File: src/rtl/refDivPkg.sv
package refDivPkg;
  // strobes from the counter control to the output datapath
  typedef struct packed {
    logic wrap;   // count returns to zero at the next edge
    logic rise;   // count reaches half at the next edge
  } divStrobeT;
endpackage

File: src/rtl/refDivCtrl.sv
module refDivCtrl
  import refDivPkg::*;
#(
  parameter int CNT_W   = 7,
  parameter int RATIO_A = 4,
  parameter int RATIO_B = 16,
  parameter int RATIO_C = 64,
  parameter int RATIO_D = 100
) (
  input  logic       clk,
  input  logic       rst,
  input  logic [1:0] ratioSel,
  output divStrobeT  strb
);
  logic [CNT_W-1:0] cnt, nextCnt, termCnt, halfCnt;
  logic [1:0]       activeSel;

  always_comb begin
    case (activeSel)
      2'b00:   begin termCnt = CNT_W'(RATIO_A - 1); halfCnt = CNT_W'(RATIO_A / 2); end
      2'b01:   begin termCnt = CNT_W'(RATIO_B - 1); halfCnt = CNT_W'(RATIO_B / 2); end
      2'b10:   begin termCnt = CNT_W'(RATIO_C - 1); halfCnt = CNT_W'(RATIO_C / 2); end
      default: begin termCnt = CNT_W'(RATIO_D - 1); halfCnt = CNT_W'(RATIO_D / 2); end
    endcase
  end

  always_comb begin
    strb.wrap = (cnt == termCnt);
    nextCnt   = strb.wrap ? '0 : cnt + 1'b1;
    strb.rise = (nextCnt == halfCnt);
  end

  always_ff @(posedge clk) begin
    if (rst) begin
      cnt       <= '0;
      activeSel <= ratioSel;
    end else begin
      cnt <= nextCnt;
      if (strb.wrap) activeSel <= ratioSel;
    end
  end

  // the active ratio changes only across a wrap
  p_ratio_hold_r4: assert property (@(posedge clk) disable iff (rst)
    !strb.wrap |=> $stable(activeSel));
  // count never passes the terminal value of the active ratio
  p_cnt_in_range_r1: assert property (@(posedge clk) disable iff (rst)
    cnt <= termCnt);
  // the two strobes never coincide
  p_strobe_excl_r2: assert property (@(posedge clk) disable iff (rst)
    !(strb.wrap && strb.rise));
endmodule

File: src/rtl/refDivData.sv
module refDivData
  import refDivPkg::*;
#(
  parameter int PROG_W = 4
) (
  input  logic              clk,
  input  logic              rst,
  input  divStrobeT         strb,
  input  logic              cascadeEn,
  input  logic [PROG_W-1:0] progN,
  input  logic              extTick,
  output logic              divOut,
  output logic              progZero,
  output logic              refOut
);
  logic [PROG_W-1:0] progCnt, reloadVal;
  logic              advance, emptyNow;

  always_comb begin
    advance   = cascadeEn ? strb.rise : extTick;
    reloadVal = (progN == '0) ? PROG_W'(1) : progN;
    emptyNow  = (progCnt <= PROG_W'(1));
    refOut    = cascadeEn ? progZero : divOut;
  end

  always_ff @(posedge clk) begin
    if (rst) begin
      divOut   <= 1'b0;
      progCnt  <= '0;
      progZero <= 1'b0;
    end else begin
      if (strb.rise)      divOut <= 1'b1;
      else if (strb.wrap) divOut <= 1'b0;
      progZero <= advance && emptyNow;
      if (advance) progCnt <= emptyNow ? reloadVal : progCnt - 1'b1;
    end
  end

  // a rise strobe is followed by a high divider output
  p_rise_high_r2: assert property (@(posedge clk) disable iff (rst)
    strb.rise |=> divOut);
  // a wrap strobe is followed by a low divider output
  p_wrap_low_r2: assert property (@(posedge clk) disable iff (rst)
    strb.wrap |=> !divOut);
  // a zero pulse always follows an advance
  p_zero_after_adv_r6: assert property (@(posedge clk) disable iff (rst)
    progZero |-> $past(advance));
  // reset leaves every output low
  p_reset_low_r3: assert property (@(posedge clk)
    rst |=> (!divOut && !progZero));
endmodule

File: src/rtl/refDivTop.sv
module refDivTop
  import refDivPkg::*;
#(
  parameter int RATIO_A = 4,
  parameter int RATIO_B = 16,
  parameter int RATIO_C = 64,
  parameter int RATIO_D = 100,
  parameter int PROG_W  = 4
) (
  input  logic              clk,
  input  logic              rst,
  input  logic [1:0]        ratioSel,
  input  logic              cascadeEn,
  input  logic [PROG_W-1:0] progN,
  input  logic              extTick,
  output logic              divOut,
  output logic              progZero,
  output logic              refOut
);
  localparam int MAX_AB = (RATIO_A > RATIO_B) ? RATIO_A : RATIO_B;
  localparam int MAX_CD = (RATIO_C > RATIO_D) ? RATIO_C : RATIO_D;
  localparam int MAX_R  = (MAX_AB > MAX_CD) ? MAX_AB : MAX_CD;
  localparam int CNT_W  = $clog2(MAX_R);

  divStrobeT strb;

  refDivCtrl #(.CNT_W(CNT_W), .RATIO_A(RATIO_A), .RATIO_B(RATIO_B),
               .RATIO_C(RATIO_C), .RATIO_D(RATIO_D)) uCtrl (
    .clk(clk), .rst(rst), .ratioSel(ratioSel), .strb(strb));

  refDivData #(.PROG_W(PROG_W)) uData (
    .clk(clk), .rst(rst), .strb(strb), .cascadeEn(cascadeEn),
    .progN(progN), .extTick(extTick), .divOut(divOut),
    .progZero(progZero), .refOut(refOut));
endmodule

File: config.mk
export PLATFORM = sky130hd
export DESIGN_NAME = refDivTop
export DESIGN_NICKNAME = d
export VERILOG_FILES = /design/src/rtl/refDivPkg.sv /design/src/rtl/refDivCtrl.sv /design/src/rtl/refDivData.sv /design/src/rtl/refDivTop.sv
export SDC_FILE = /design/constraint.sdc
export NUM_CORES = 1
export LEC_CHECK = 0
export BUFFER_PORTS_ARGS = -buffer_cell sky130_fd_sc_hd__buf_2
export CORE_MARGIN = 1.5
export CORE_UTILIZATION = 45
export DETAILED_ROUTE_END_ITERATION = 10
export GPL_ROUTABILITY_DRIVEN = 0
export SLEW_MARGIN = 10
export SYNTH_ARGS = -nofsm -noshare
export SYNTH_HDL_FRONTEND = slang
export SYNTH_SLANG_ARGS = --single-unit
File: constraint.sdc
create_clock -name clk -period 4.9 [get_ports clk]
set_input_delay 1.225 -clock clk [delete_from_list [all_inputs] [get_ports clk]]
set_output_delay 1.225 -clock clk [all_outputs]
set_load 0.005 [all_outputs]
==> out/results.ini <==
[placement]
portBuffers=12
pre_cts_ws_ps=1910
dp_hpwl_um=1790

[clock_tree]
cts-resized-gates=0
clkLatencyLatePin_ps=300
cts_htree_levels=1
cts_tree=built
cts_hold_buf=0
root_buffer=clkbuf_4
clock_sinks=15
path_clk_slew_ps=100
cts_buffer_depth=2
numCtsBuffers=3
post_cts_buffers=0

[power]
cellLeakagePower_nw=0.465
total_power_w=0.000294
pwr_density_cell_nw_per_um2=248
ir_worst_vdd_mv=0.161

[drt]
avgViaCountPerCell=5.87
drtAntennaViolNets=0
wl_met2_um=953
drt-met1-wl_um=1180
drc=0
wirelength_um=2280
num_vias=968
drt_iter0_markers=35
wl_met3_um=114
wl_per_cell_um=13.8
highest-signal-layer=met4
firstDrtPassIters=4

[timing]
tns_ps=0
setup_ws_ps=1910
setup_viol=0
rsz0062_at_grt=no
fin_skew_ps=7.50
worst_pin_slew_ps=618
slew_viol_final=0
hold_viol=0
holdWs_ps=480
fmax_ghz=0.334
fin_crit_ps=2990
min_period_over_period_pct=61.1
relSlewSlack_pct=58.5

[final_layout]
multi_input_area_sq_um=702
drive_gt1_share_pct=20.4
final_common_cell=dfxtp_1
regArea_sq_um=320
syn2layout_area_growth_pct=8.86
diodes=0
layout_common_cells=13 x dfxtp_1, 12 x nor2_1, 12 x buf_2
layout.nets=154
fill_cells=229

[yosys]
yosys.area.top_type=dfxtp_1
synth-edff-count=2
yosysUniqueCellTypes=51
synth_warnings=0
ys_ff_latch=15
synthCells=125
yosysTopAreaCellShare_pct=23.9
synth_seq_area_share_pct=29.5
synth_ff_type=dfxtp_1
avgSynthCellArea_sq_um=8.70
synth_fp_nets=141
async_flop_share_pct=0
synthTopCellsByArea=dfxtp_1 24%, ha_1 6.9%, edfxtp_1 5.5%
netlist_area_sq_um=1090

[floorplanning]
io_pins=13
initial_utilization_pct=48.2
die_w_um=52.2
die_y_um=52.2
fp-row-count=17
die_area_sq_um=2720
fp.coreArea_sq_um=2250

[critical_path]
worstPathArrival_ps=1770
critical_path_class=in -> out
critPathMaxFanout=3
required_ps=3670
rr_worst_depth=8
worst_setup_path_end_kind=output port
startpoint_type=input port

[run_status]
status=complete, no violations

[global_route]
grt_usage_pct=19.9
grt_pass1_vias=914
antenna_found_initial=0
gr-total-overflow=0
grt_first_pass_wirelength_um=3970
grt_start_max_net_pins=10

[min_path]
hp-class=reg -> reg
hold_depth=2

[job]
maxCapViolations=0

-- metrics by stage --
step	cell area, sq um	cells	util, %
CTS	1180	165	52.5
global route	1180	165	52.5
global placement	1160	161	51.3
finish	1180	165	52.5
detailed placement	1160	161	51.3
floorplan	1090	125	-
-- report_power, final --
group | switching, W | leakage [nW] | total [W] | internal, W
Combinational | 0.0000419 | 0.322 | 0.0000766 | 0.0000348
Sequential | 0.00000841 | 0.126 | 0.000142 | 0.000134
Clock | 0.0000447 | 0.0177 | 0.0000752 | 0.0000305
Total | 0.0000950 | 0.465 | 0.000294 | 0.000199
-- final timing paths --
path,from,to,slack [ps]
min reg2reg,uData.divOut,uData.divOut,480
min,uData.divOut,uData.divOut,480
max,cascadeEn,refOut,1910
max reg2reg,uCtrl.activeSel[1],uData.progCnt[0],2110
-- routing by layer --
| layer | GRT usage [%] | vias up |
|---|---|---|
| met5 | 0 | - |
| met3 | 4.31 | 4 |
| met4 | 8.55 | 0 |
| met2 | 29.5 | 26 |
| met1 | 27.5 | 449 |
| li1 | - | 489 |
-- sequential cells by signal, summed over array words and instances (netlist names) --
signal	count
uCtrl.activeSel	2
uCtrl.cnt	7
uData.divOut	1
uData.progCnt	4
uData.progZero	1
-- cell usage after synthesis (2+ instances only) --
library cell,n
dfxtp_1,13
nor2_1,12
inv_1,9
nor3_1,9
nand2_1,7
ha_1,6
o21ai_0,6
a21oi_1,4
and3_1,3
buf_2,3
nor4_1,3
xnor2_1,3
a211oi_1,2
and2_2,2
edfxtp_1,2
nand3_1,2
nand4bb_1,2
nor4b_1,2
or2_2,2
or3_1,2
-- critical path, cell delays in order --
cell and delay, ps:
buf_2 100, mux2_2 320, buf_2 120
-- layout make-up --
cell class	count	share of cell area [%]
well taps	28	2.96
flip-flops and latches	15	27.1
multi-input cells	96	59.3
inverters	10	3.28
clock buffers	3	1.90
repair buffers	12	5.07
clock inverters	1	0.423
-- cells by family after synthesis --
kind of cell | after synthesis | share of synthesized area (%)
adder cells (fa/ha/maj) | 6 | 6.90
buffers and inverters | 14 | 5.98
flip-flops | 15 | 29.5
XOR/XNOR | 5 | 5.29
AO/OA/AOI/OAI | 27 | 20.3
AND/OR/NAND/NOR | 56 | 30.2
multiplexers | 2 | 1.96
No activity file was read; power rests on OpenSTA's default activity.
